<file path="config.mk">
export PLATFORM = sky130hd
export DESIGN_NAME = prbs_rx_monitor
export DESIGN_NICKNAME = d
export VERILOG_FILES = /design/src/rtl/prbs_rx_pkg.sv /design/src/rtl/prbs_rx_ref.sv /design/src/rtl/prbs_rx_sync.sv /design/src/rtl/prbs_rx_count.sv /design/src/rtl/prbs_rx_monitor.sv
export SDC_FILE = /design/constraint.sdc
export NUM_CORES = 1
export LEC_CHECK = 0
export BUFFER_PORTS_ARGS = -buffer_cell sky130_fd_sc_hd__buf_2
export CORE_MARGIN = 2
export CORE_UTILIZATION = 59
export CTS_CLUSTER_SIZE = 16
export DETAILED_ROUTE_END_ITERATION = 10
export PLACE_DENSITY = 0.85
export SYNTH_ARGS = -nofsm -noshare
export SYNTH_HDL_FRONTEND = slang
export SYNTH_SLANG_ARGS = --single-unit
</file>
<file path="constraint.sdc">
create_clock -name clk -period 7.3 [get_ports clk]
set_input_delay 0 -clock clk [delete_from_list [all_inputs] [get_ports clk]]
set_output_delay 0 -clock clk [all_outputs]
set_load 0.1 [all_outputs]
</file>
<file path="src/rtl/prbs_rx_pkg.sv">
package prbs_rx_pkg;

  typedef enum logic [3:0] {
    PAT_P7, PAT_P9, PAT_P11, PAT_P15, PAT_P20A, PAT_P20B,
    PAT_P23, PAT_REP, PAT_ALT, PAT_BAD
  } pat_e;

  typedef enum logic {ST_HUNT, ST_LOCK} sync_e;

  function automatic pat_e pat_decode(input logic bank, input logic [2:0] code);
    pat_e p;
    if (!bank) begin
      case (code)
        3'd0:    p = PAT_P7;
        3'd1:    p = PAT_P11;
        3'd2:    p = PAT_P15;
        3'd3:    p = PAT_P20B;
        3'd4:    p = PAT_REP;
        3'd5:    p = PAT_ALT;
        default: p = PAT_BAD;
      endcase
    end else begin
      case (code)
        3'd0:    p = PAT_P9;
        3'd1:    p = PAT_P20A;
        3'd2:    p = PAT_P23;
        default: p = PAT_BAD;
      endcase
    end
    return p;
  endfunction

endpackage

</file>
<file path="src/rtl/prbs_rx_ref.sv">
module prbs_rx_ref
  import prbs_rx_pkg::*;
#(
  parameter int REP_LEN = 32
) (
  input  logic clk,
  input  logic rst_n,
  input  logic bit_en,
  input  logic locked,
  input  logic rx_bit,
  input  pat_e pat,
  output logic pred
);
  localparam int HIST_W = 2 * REP_LEN;

  logic [HIST_W-1:0] hist_q, hist_d;

  // bit n is predicted from the bits a and b positions back; hist_q[0] is the newest
  always_comb begin
    case (pat)
      PAT_P7:   pred = hist_q[6]  ^ hist_q[5];
      PAT_P9:   pred = hist_q[8]  ^ hist_q[4];
      PAT_P11:  pred = hist_q[10] ^ hist_q[8];
      PAT_P15:  pred = hist_q[14] ^ hist_q[13];
      PAT_P20A: pred = hist_q[19] ^ hist_q[2];
      PAT_P20B: pred = hist_q[19] ^ hist_q[16];
      PAT_P23:  pred = hist_q[22] ^ hist_q[17];
      PAT_REP:  pred = hist_q[REP_LEN-1];
      PAT_ALT:  pred = hist_q[HIST_W-1];
      default:  pred = 1'b0;
    endcase
  end

  // searching: load from the line; locked: run on its own prediction
  always_comb begin
    hist_d = hist_q;
    if (bit_en) hist_d = {hist_q[HIST_W-2:0], locked ? pred : rx_bit};
  end

  always_ff @(posedge clk or negedge rst_n) begin
    if (!rst_n) hist_q <= '0;
    else        hist_q <= hist_d;
  end

endmodule

</file>
<file path="src/rtl/prbs_rx_sync.sv">
module prbs_rx_sync
  import prbs_rx_pkg::*;
#(
  parameter int SYNC_RUN  = 32,
  parameter int WIN_LEN   = 64,
  parameter int DROP_ERRS = 6
) (
  input  logic clk,
  input  logic rst_n,
  input  logic bit_en,
  input  logic miss,
  input  logic restart,
  output logic locked,
  output logic locked_nx
);
  localparam int RUN_W = $clog2(SYNC_RUN + 1);
  localparam int WIN_W = $clog2(WIN_LEN);
  localparam int ERR_W = $clog2(DROP_ERRS + 1);

  sync_e            st_q, st_d;
  logic [RUN_W-1:0] run_q, run_d;
  logic [WIN_W-1:0] win_q, win_d;
  logic [ERR_W-1:0] werr_q, werr_d, werr_sum;

  always_comb begin
    st_d     = st_q;
    run_d    = run_q;
    win_d    = win_q;
    werr_d   = werr_q;
    werr_sum = werr_q + ERR_W'(miss);
    if (restart) begin
      st_d   = ST_HUNT;
      run_d  = '0;
      win_d  = '0;
      werr_d = '0;
    end else if (bit_en) begin
      if (st_q == ST_HUNT) begin
        if (miss) begin
          run_d = '0;
        end else if (run_q == RUN_W'(SYNC_RUN - 1)) begin
          st_d   = ST_LOCK;
          run_d  = '0;
          win_d  = '0;
          werr_d = '0;
        end else begin
          run_d = run_q + 1'b1;
        end
      end else if (werr_sum == ERR_W'(DROP_ERRS)) begin
        st_d   = ST_HUNT;
        run_d  = '0;
        win_d  = '0;
        werr_d = '0;
      end else if (win_q == WIN_W'(WIN_LEN - 1)) begin
        win_d  = '0;
        werr_d = '0;
      end else begin
        win_d  = win_q + 1'b1;
        werr_d = werr_sum;
      end
    end
  end

  always_ff @(posedge clk or negedge rst_n) begin
    if (!rst_n) begin
      st_q   <= ST_HUNT;
      run_q  <= '0;
      win_q  <= '0;
      werr_q <= '0;
    end else begin
      st_q   <= st_d;
      run_q  <= run_d;
      win_q  <= win_d;
      werr_q <= werr_d;
    end
  end

  assign locked    = (st_q == ST_LOCK);
  assign locked_nx = (st_d == ST_LOCK);

endmodule

</file>
<file path="src/rtl/prbs_rx_count.sv">
module prbs_rx_count #(
  parameter int CNT_W = 32,
  parameter int NCH   = 2
) (
  input  logic                      clk,
  input  logic                      rst_n,
  input  logic [NCH-1:0]            inc,
  input  logic                      snap,
  output logic [NCH-1:0][CNT_W-1:0] run_q,
  output logic [NCH-1:0][CNT_W-1:0] hold_q,
  output logic [NCH-1:0]            sat_hit
);

  for (genvar i = 0; i < NCH; i++) begin : g_ch
    logic [CNT_W-1:0] run_r, run_d, hold_r, hold_d, base;
    logic             at_max;

    always_comb begin
      base   = snap ? '0 : run_r;
      at_max = &base;
      run_d  = base + CNT_W'(inc[i] & ~at_max);
      hold_d = snap ? run_r : hold_r;
    end

    always_ff @(posedge clk or negedge rst_n) begin
      if (!rst_n) begin
        run_r  <= '0;
        hold_r <= '0;
      end else begin
        run_r  <= run_d;
        hold_r <= hold_d;
      end
    end

    assign run_q[i]   = run_r;
    assign hold_q[i]  = hold_r;
    assign sat_hit[i] = inc[i] & at_max;
  end

endmodule

</file>
<file path="src/rtl/prbs_rx_monitor.sv">
module prbs_rx_monitor
  import prbs_rx_pkg::*;
#(
  parameter int CNT_W     = 32,
  parameter int REP_LEN   = 32,
  parameter int SYNC_RUN  = 32,
  parameter int WIN_LEN   = 64,
  parameter int DROP_ERRS = 6
) (
  input  logic             clk,
  input  logic             rst_n,
  input  logic             bit_en,
  input  logic             rx_data,
  input  logic             bank_sel,
  input  logic [2:0]       pat_sel,
  input  logic             rx_inv,
  input  logic             resync,
  input  logic             load_cnt,
  input  logic             ie_sync,
  input  logic             ie_err,
  input  logic             ie_ovf,
  output logic             sync,
  output logic [CNT_W-1:0] bit_count,
  output logic [CNT_W-1:0] err_count,
  output logic             cnt_ovf,
  output logic             irq_sync,
  output logic             irq_err,
  output logic             irq_ovf
);

  // reset: asserted at once, released two clocks later
  logic [1:0] rst_pipe;
  logic       rst_core_n;

  always_ff @(posedge clk or negedge rst_n) begin
    if (!rst_n) rst_pipe <= 2'b00;
    else        rst_pipe <= {rst_pipe[0], 1'b1};
  end
  assign rst_core_n = rst_pipe[1];

  pat_e pat;
  logic illegal, rx_bit, pred, miss;
  logic resync_q, load_q, resync_edge, snap;
  logic locked, locked_nx, cnt_bit, cnt_err;
  logic [1:0][CNT_W-1:0] run_tot, hold_tot;
  logic [1:0]            sat_hit;
  logic [CNT_W-1:0]      bit_run, err_run;
  logic ovf_q, ovf_d, ovf_new, armed_q, armed_d;
  logic irq_sync_d, irq_err_d, irq_ovf_d;

  assign pat         = pat_decode(bank_sel, pat_sel);
  assign illegal     = (pat == PAT_BAD);
  assign rx_bit      = rx_data ^ rx_inv;
  assign miss        = rx_bit ^ pred;
  assign resync_edge = resync & ~resync_q;
  assign snap        = load_cnt & ~load_q;

  prbs_rx_ref #(.REP_LEN(REP_LEN)) u_ref (
    .clk    (clk),
    .rst_n  (rst_core_n),
    .bit_en (bit_en),
    .locked (locked),
    .rx_bit (rx_bit),
    .pat    (pat),
    .pred   (pred)
  );

  prbs_rx_sync #(
    .SYNC_RUN  (SYNC_RUN),
    .WIN_LEN   (WIN_LEN),
    .DROP_ERRS (DROP_ERRS)
  ) u_sync (
    .clk       (clk),
    .rst_n     (rst_core_n),
    .bit_en    (bit_en),
    .miss      (miss),
    .restart   (resync_edge | illegal),
    .locked    (locked),
    .locked_nx (locked_nx)
  );

  assign cnt_bit = bit_en & locked;
  assign cnt_err = cnt_bit & miss;

  prbs_rx_count #(.CNT_W(CNT_W), .NCH(2)) u_cnt (
    .clk     (clk),
    .rst_n   (rst_core_n),
    .inc     ({cnt_err, cnt_bit}),
    .snap    (snap),
    .run_q   (run_tot),
    .hold_q  (hold_tot),
    .sat_hit (sat_hit)
  );

  assign bit_run = run_tot[0];
  assign err_run = run_tot[1];

  always_comb begin
    ovf_new    = (|sat_hit) & ~ovf_q;
    ovf_d      = (ovf_q & ~snap) | (|sat_hit);
    armed_d    = (armed_q | snap) & ~cnt_err;
    irq_sync_d = ie_sync & (locked_nx ^ locked);
    irq_err_d  = ie_err & cnt_err & (armed_q | snap);
    irq_ovf_d  = ie_ovf & ovf_new;
  end

  always_ff @(posedge clk or negedge rst_core_n) begin
    if (!rst_core_n) begin
      resync_q <= 1'b0;
      load_q   <= 1'b0;
      ovf_q    <= 1'b0;
      armed_q  <= 1'b1;
      irq_sync <= 1'b0;
      irq_err  <= 1'b0;
      irq_ovf  <= 1'b0;
    end else begin
      resync_q <= resync;
      load_q   <= load_cnt;
      ovf_q    <= ovf_d;
      armed_q  <= armed_d;
      irq_sync <= irq_sync_d;
      irq_err  <= irq_err_d;
      irq_ovf  <= irq_ovf_d;
    end
  end

  assign sync      = locked;
  assign bit_count = hold_tot[0];
  assign err_count = hold_tot[1];
  assign cnt_ovf   = ovf_q;

endmodule

</file>
==> results of run 1 <==
==> through the flow <==
stage	worst slack (ns)	cell area [um2]
after floorplan	0.807	9380
after global placement	3.77	9970
after detailed placement	3.67	9970
after CTS	3.64	10700
after global routing	3.30	10700
final	3.64	10700
==> flip-flops by register name, summed over array words and instances, names as in the netlist, 2 cells and up <==
name               count
u_sync.run_q           6
u_sync.win_q           6
u_sync.werr_q          3
rst_pipe               2
u_cnt.g_ch.run_r      64
u_ref.hist_q          64
u_cnt.g_ch.hold_r     64
==> power breakdown <==
group | internal, uW | switching [uW] | leakage (uW)
logic | 95.9 | 102 | 0.00216
clock network | 627 | 444 | 0.000336
registers | 1280 | 62.4 | 0.00297
total | 2000 | 608 | 0.00546
==> synth_stat cells (5+ instances only) <==
| cell type | instances |
|---|---|
| sky130_fd_sc_hd__nand2_1 | 231 |
| sky130_fd_sc_hd__dfrtp_1 | 216 |
| sky130_fd_sc_hd__o21ai_0 | 15 |
| sky130_fd_sc_hd__a21oi_1 | 10 |
| sky130_fd_sc_hd__and3_1 | 14 |
| sky130_fd_sc_hd__nand3_1 | 40 |
| sky130_fd_sc_hd__inv_1 | 9 |
| sky130_fd_sc_hd__or3_1 | 7 |
| sky130_fd_sc_hd__buf_1 | 11 |
| sky130_fd_sc_hd__mux2_2 | 65 |
| sky130_fd_sc_hd__xnor2_1 | 18 |
| sky130_fd_sc_hd__nor3b_1 | 5 |
| sky130_fd_sc_hd__nor2_1 | 55 |
| sky130_fd_sc_hd__nand4_1 | 16 |
| sky130_fd_sc_hd__ha_1 | 8 |
| sky130_fd_sc_hd__nor3_1 | 14 |
| sky130_fd_sc_hd__clkbuf_1 | 23 |
| sky130_fd_sc_hd__xor2_1 | 45 |
| sky130_fd_sc_hd__and2_1 | 6 |
==> per-layer routing <==
metal	part of all wire, %	vias up
li1	-	3117
met1	44	3219
met2	50	116
met3	3.6	41
met4	2.6	0
met5	0	-
==> cell usage in the layout (no fill, tap or decap), types with 8 or more instances in the layout <==
cell type | synthesis | final
sky130_fd_sc_hd__nand3_1 | 40 | 40
sky130_fd_sc_hd__mux2_2 | 65 | 65
sky130_fd_sc_hd__a21oi_1 | 10 | 10
sky130_fd_sc_hd__and3_1 | 14 | 14
sky130_fd_sc_hd__nor3_1 | 14 | 14
sky130_fd_sc_hd__buf_2 | 4 | 82
sky130_fd_sc_hd__nand2_1 | 231 | 231
sky130_fd_sc_hd__clkbuf_16 | 0 | 23
sky130_fd_sc_hd__nor2_1 | 55 | 55
sky130_fd_sc_hd__dfrtp_1 | 216 | 215
sky130_fd_sc_hd__o21ai_0 | 15 | 15
sky130_fd_sc_hd__nand4_1 | 16 | 16
sky130_fd_sc_hd__ha_1 | 8 | 8
sky130_fd_sc_hd__inv_1 | 9 | 9
sky130_fd_sc_hd__xnor2_1 | 18 | 18
sky130_fd_sc_hd__xor2_1 | 45 | 45
==> path summary, 6_finish.rpt <==
kind / start / to / slack [ns] / cells past startpoint
max: load_q / u_cnt.g_ch[0].run_r[26] / 3.64 / 11
min: resync / resync_q / 0.17 / 2
max reg2reg: load_q / u_cnt.g_ch[0].run_r[26] / 3.64 / 11
min reg2reg: rst_pipe[0] / rst_pipe[1] / 0.35 / 0
max in group asynchronous: rst_pipe[1] / u_cnt.g_ch[1].run_r[3] / 5.59 / 1
min in group asynchronous: rst_n / rst_pipe[1] / 0.35 / 3
==> timing repair <==
action / in CTS / in global routing
resized for setup: 0 / 0
hold buffers: 7 / 0
endpoints found under the setup margin: 0 / 0
hold endpoints to repair: 7 / 0
==> kinds of logic after synthesis <==
family,synth area share [%]
other cells,0.0400
buf+inv,2.01
flops,57.9
compound gates,3.49
fa+ha+maj,1.07
simple gates,21.1
xor+xnor,6.18
mux,8.24
==> area by class of cell <==
type | instances | area (um2) | area share, %
clock buffer | 35 | 671 | 6.25
clock inverter | 3 | 17.5 | 0.163
inverter | 9 | 33.8 | 0.315
multi-input combinational | 614 | 3780 | 35.2
sequential | 217 | 5440 | 50.7
tap | 216 | 270 | 2.52
timing repair buffer | 93 | 523 | 4.88
==> run metrics, run 1 <==
aggregate global routing overflow 0; number of flops mapped to enable cells by yosys 0; GR Layer Usage met1 29.2%; sinks on the clock net 217; I/O pin count 83; initial cell density of the core 59.7%; CP Capture Type flop; area of the die 16900 um2; Critical Path AT 4.07 ns; Remaining DRCs 0; cell total after placement 1142; number of vias per cell after detailed routing 5.47; Via Count 6493; Worst-Skew Late Latency 0.50 ns; area grow syn2layout 14.3%; nets in the synthesized netlist 901; PnR Total Power 2610 uW; yosys synthesis warning count 0; total standard cell area after synthesis 9380 um2; list of cells traversed by the critical path nand2b_4 > buf_4 > nand3_1 > or4_1 > nor2b_1 > ha_1 > ha_1 > nor4b_2 > nand4_1 > or3_1 > a21oi_1; share of flip-flops with an asynchronous set or reset after synthesis 100%; most repeated library cell on the critical path sky130_fd_sc_hd__ha_1; fraction of layout cells with a size suffix above 1 20.6%; total setup violations reported at the end of the flow 0; share of the synthesized area in the top cell type 57.6%; most frequently used flop master after synthesis sky130_fd_sc_hd__dfrtp_1; final weighted congestion in routability-driven placement 0.832; per-cell routed wire length 15.1 um; Final Non-Filler Cells 1187; die height 130 um; antenna diode instance count 0; post-route ant nets 0; initial antenna violation count 0; largest fanout of any net on the critical path 54; filler instances 1164; worst-case headroom to the max-slew limit 39.0%; first-pass iteration count of the detailed router 4; Crit Path Class reg2reg; clock transition at the register clock pins on the worst setup and hold paths after CTS 0.06 ns; max cap viols 0; core area 15700 um2; post-CTS setup buffer count 0; number of instances in the synthesized netlist 879; hold crit path type in2reg; Buf/Inv on CP 1; clock tree from TritonCTS yes; maximum vdd ir drop 0.235 mV; wire length of the first global-routing pass 30100 um; maximum level of the CTS H-tree 1; Inserted Clock Buffers 23; library cell occupying the most area in the post-synthesis netlist sky130_fd_sc_hd__dfrtp_1; total power divided by cell area 243 nW/um2; measured slew at the worst slew-check pin 0.915 ns; pin count of the biggest net entering global routing 143; number of global-route vias before repair 6301; CP max stage delay 0.50 ns; run status finished, final reports clean; type of origin of the critical path flop; static leakage 0.00546 uW; sequential share of the synthesized area 57.9%; worst hold slack after final layout 0.166 ns; Max Transition Viols Final 0; number of buffers on the longest clock path 3; Synth area leaders sky130_fd_sc_hd__dfrtp_1 58%, sky130_fd_sc_hd__nand2_1 9.2%, sky130_fd_sc_hd__mux2_2 7.8%, sky130_fd_sc_hd__xor2_1 4.2%, sky130_fd_sc_hd__nor2_1 2.2%; GR Util All Layers 21.8%; setup repair after global routing missed its margin no; violation count after the first detailed-route iteration 468; setup TNS after final layout 0 ns; post-route clock period utilization 50.2%; share of the core filled with cells in the final layout 68.3%; library cell contributing the largest single delay on the critical path sky130_fd_sc_hd__nor4b_2; global-route track usage on met2 37.1%; number of distinct library cells after synthesis 60; Required @ worst endpoint 7.71 ns; Routed WL 17900 um; Fmax 0.273 GHz; Syn Area/Cell 10.7 um2; Horiz. Die Dim 130 um; worst-case clock skew 0.0102 ns; GR met3 Demand/Resource 3.44%; Total Nets Final 980; clk root buf sky130_fd_sc_hd__clkbuf_16; placed wire-length estimate 11300 um; crit path time final 3.66 ns; cell class contributing the biggest share of worst-path delay simple AND/OR/NAND/NOR gates; number of I/O port buffers 82; Cell Rows 46; most used routing layer in global routing met2; Final Hold Fails 0; post-synthesis sequential element count 217
Note: power is estimated with default switching activity, not from simulation.
==> run 2, diff against run 1 <==
Settings changed: CORE_UTILIZATION 59 to 54, PLACE_DENSITY 0.85 to 0.82.
Clock period 7.3 ns to 3.3 ns, I/O delays scaled along.
==> run 2 against run 1 <==
  * Count of clock-buffer cells in the layout decreased by 3
  * Non-clock buffer count grew 18
  * Core utilization down 4.2 points
  * Wire length increased by 0.17%
  * Sequential share of layout area decreased by 1.1 points
  * Critical path type unchanged
  * Highest routed layer unchanged
==> run metrics, run 2 (synthesis results as in run 1) <==
Reg area 5440 um2 (unchanged); maximum level of the CTS H-tree 1 (unchanged); count of cells along the worst register-to-register path 12 (+1); total area of multi-input combinational cells 3790 um2 (+0.40%); pin count of the biggest net entering global routing 72 (-50%); Worst-Skew Late Latency 0.50 ns (about the same); Required @ worst endpoint 3.65 ns (-4.06 ns); Design Area, Final 11000 um2 (+2.3%); violation count after the first detailed-route iteration 316 (-32%); setup TNS after final layout 0 ns (unchanged); sinks on the clock net 217 (unchanged); placed wire-length estimate 11800 um (+4.5%); Regs by FF count u_cnt.g_ch.hold_r: 64 flops, u_cnt.g_ch.run_r: 64 flops, u_ref.hist_q: 64 flops; Horiz. Die Dim 136 um (+4.4%); worst-case headroom to the max-slew limit 44.4% (+5.4 points); Total Nets Final 997 (+1.7%); post-placement setup slack 0.199 ns (-3.47 ns); CP Capture Type flop; Worst R2R End u_cnt.g_ch[0].run_r[20]; area of the die 18400 um2 (+9.0%); Final Non-Filler Cells 1215 (+2.4%); Routed WL 18000 um (+0.17%); Inserted Clock Buffers 22 (-4.3%); area grow syn2layout 17.0%; cell total after placement 1167 (+2.2%); commonest cells after routing, fill and taps aside 231 x sky130_fd_sc_hd__nand2_1, 215 x sky130_fd_sc_hd__dfrtp_1, 82 x sky130_fd_sc_hd__buf_2, 65 x sky130_fd_sc_hd__mux2_2, 55 x sky130_fd_sc_hd__nor2_1; startpoint of the tightest hold check path pat_sel[1]; type of origin of the critical path flop; post-route ant nets 0 (unchanged); worst hold slack after final layout 0.170 ns (+0.00375 ns); Remaining DRCs 0 (unchanged); total power divided by cell area 544 nW/um2 (+120%); die height 136 um (+4.4%); total setup violations reported at the end of the flow 0 (unchanged); wire length of the first global-routing pass 30100 um (about the same); Critical Path AT 3.41 ns (-0.66 ns); core area 17100 um2 (+8.9%); Max Transition Viols Final 0 (unchanged); number of I/O port buffers 82 (unchanged); clock tree from TritonCTS yes; GR Util All Layers 19.7% (-2.1 points); Cell Rows 48 (+4.3%); post-route clock period utilization 92.7% (+43 points); filler instances 1329 (+14%); worst reg2reg path startpoint u_cnt.g_ch[0].run_r[9]; post-CTS setup buffer count 0 (unchanged); maximum vdd ir drop 0.543 mV (+130%); number of buffers on the longest clock path 3 (unchanged); number of vias per cell after detailed routing 5.34 (-2.4%); most common library cell in the layout ignoring fill and taps sky130_fd_sc_hd__nand2_1; measured slew at the worst slew-check pin 0.834 ns (-0.0807 ns); Fmax 0.327 GHz (+20%); first-pass iteration count of the detailed router 6 (+2); Via Count 6484 (-0.14%); static leakage 0.00560 uW (+2.5%); placed standard-cell area 10100 um2 (+1.4%); hold crit path type in2reg; max cap viols 0 (unchanged); Crit Path Class reg2reg; per-cell routed wire length 14.8 um (-2.1%); initial cell density of the core 54.8% (-4.9 points); setup repair after global routing missed its margin no; Final Hold Fails 0 (unchanged); final setup margin 0.242 ns (-3.40 ns); number of global-route vias before repair 6237 (-1.0%); clk root buf sky130_fd_sc_hd__clkbuf_16; crit path time final 3.06 ns (-0.603 ns); antenna diode instance count 0 (unchanged); final weighted congestion in routability-driven placement 0.861 (+3.5%); worst-case clock skew 0.00833 ns (-0.00191 ns); setup slack on the worst flop-to-flop path 0.24 ns (-3.40 ns); I/O pin count 83 (unchanged); fraction of layout cells with a size suffix above 1 22.4% (+1.8 points); initial antenna violation count 0 (unchanged); worst hold path depth 4 (+2); largest fanout of any net on the critical path 5 (-91%); run status finished, final reports clean; Worst Hold Path EP u_sync.win_q[4]; aggregate global routing overflow 0 (unchanged); clock transition at the register clock pins on the worst setup and hold paths after CTS 0.06 ns (about the same)
[run 2: cell types whose count changed in the layout (fill, tap and decap cells not counted), moves of 2 or more]
cell and change:
sky130_fd_sc_hd__bufinv_16 +2, sky130_fd_sc_hd__buf_4 +15, sky130_fd_sc_hd__dlygate4sd3_1 +2, sky130_fd_sc_hd__clkinv_2 +2, sky130_fd_sc_hd__clkbuf_1 -4
[run 2: how the worst max path moves through the flow]
stage                     cells after the start  slack (ns)                   start                       to
after global routing                         15        0.05        u_ref.hist_q[31]  u_cnt.g_ch[1].run_r[26]
after floorplan                               9        0.11           u_sync.locked  u_cnt.g_ch[0].run_r[26]
after detailed placement                     13        0.20  u_cnt.g_ch[0].run_r[9]  u_cnt.g_ch[0].run_r[23]
after CTS                                    11        0.16  u_cnt.g_ch[0].run_r[9]  u_cnt.g_ch[0].run_r[26]
final                                        12        0.24  u_cnt.g_ch[0].run_r[9]  u_cnt.g_ch[0].run_r[20]
after global placement                       13        0.27  u_cnt.g_ch[0].run_r[9]  u_cnt.g_ch[0].run_r[23]
[run 2: power breakdown]
part	switching (uW)	internal, uW	leakage (uW)
Clock	996	1560	0.000374
Combinational	227	234	0.00226
Sequential	128	2830	0.00297
Total	1350	4620	0.00560
[run 2: critical path, cell delays in order (launching register included)]
cell,delay [ns]
sky130_fd_sc_hd__dfrtp_1,0.42
sky130_fd_sc_hd__and4_1,0.28
sky130_fd_sc_hd__and4_4,0.28
sky130_fd_sc_hd__nand4_4,0.10
sky130_fd_sc_hd__or4_1,0.57
sky130_fd_sc_hd__nor2b_1,0.17
sky130_fd_sc_hd__ha_1,0.21
sky130_fd_sc_hd__ha_1,0.26
sky130_fd_sc_hd__nor4b_4,0.18
sky130_fd_sc_hd__nand4_1,0.20
sky130_fd_sc_hd__nor2_1,0.07
sky130_fd_sc_hd__xnor2_1,0.13
sky130_fd_sc_hd__nor2_1,0.05
[run 2: routing by layer]
layer | track usage, % | wire [um] | up-vias
met1 | 27.3 | 8130 | 3194
met3 | 2.77 | 674 | 29
met5 | 0 | 0 | -
met4 | 5.03 | 287 | 0
met2 | 33.2 | 8870 | 111
li1 | - | - | 3150
[run 2: per-stage QoR]
stage	total power, uW	utilization [%]
after global placement	3440	59.1
after floorplan	3330	-
after CTS	6050	64.0
after detailed placement	3470	59.1
final	5970	64.1
after global routing	6210	64.1
[run 2: final cells by class]
type | instances | share of cell area (%)
well taps | 225 | 2.57
repair buffers | 111 | 6.16
inverters | 9 | 0.308
clock buffers | 32 | 6.10
multi-input cells | 614 | 34.5
flip-flops and latches | 217 | 49.5
clock inverters | 7 | 0.798
[run 2: timing repair]
action,CTS,global route
endpoints found under the hold margin,8,0
setup endpoints to repair,0,3
resized for setup,0,2
hold buffers,9,0
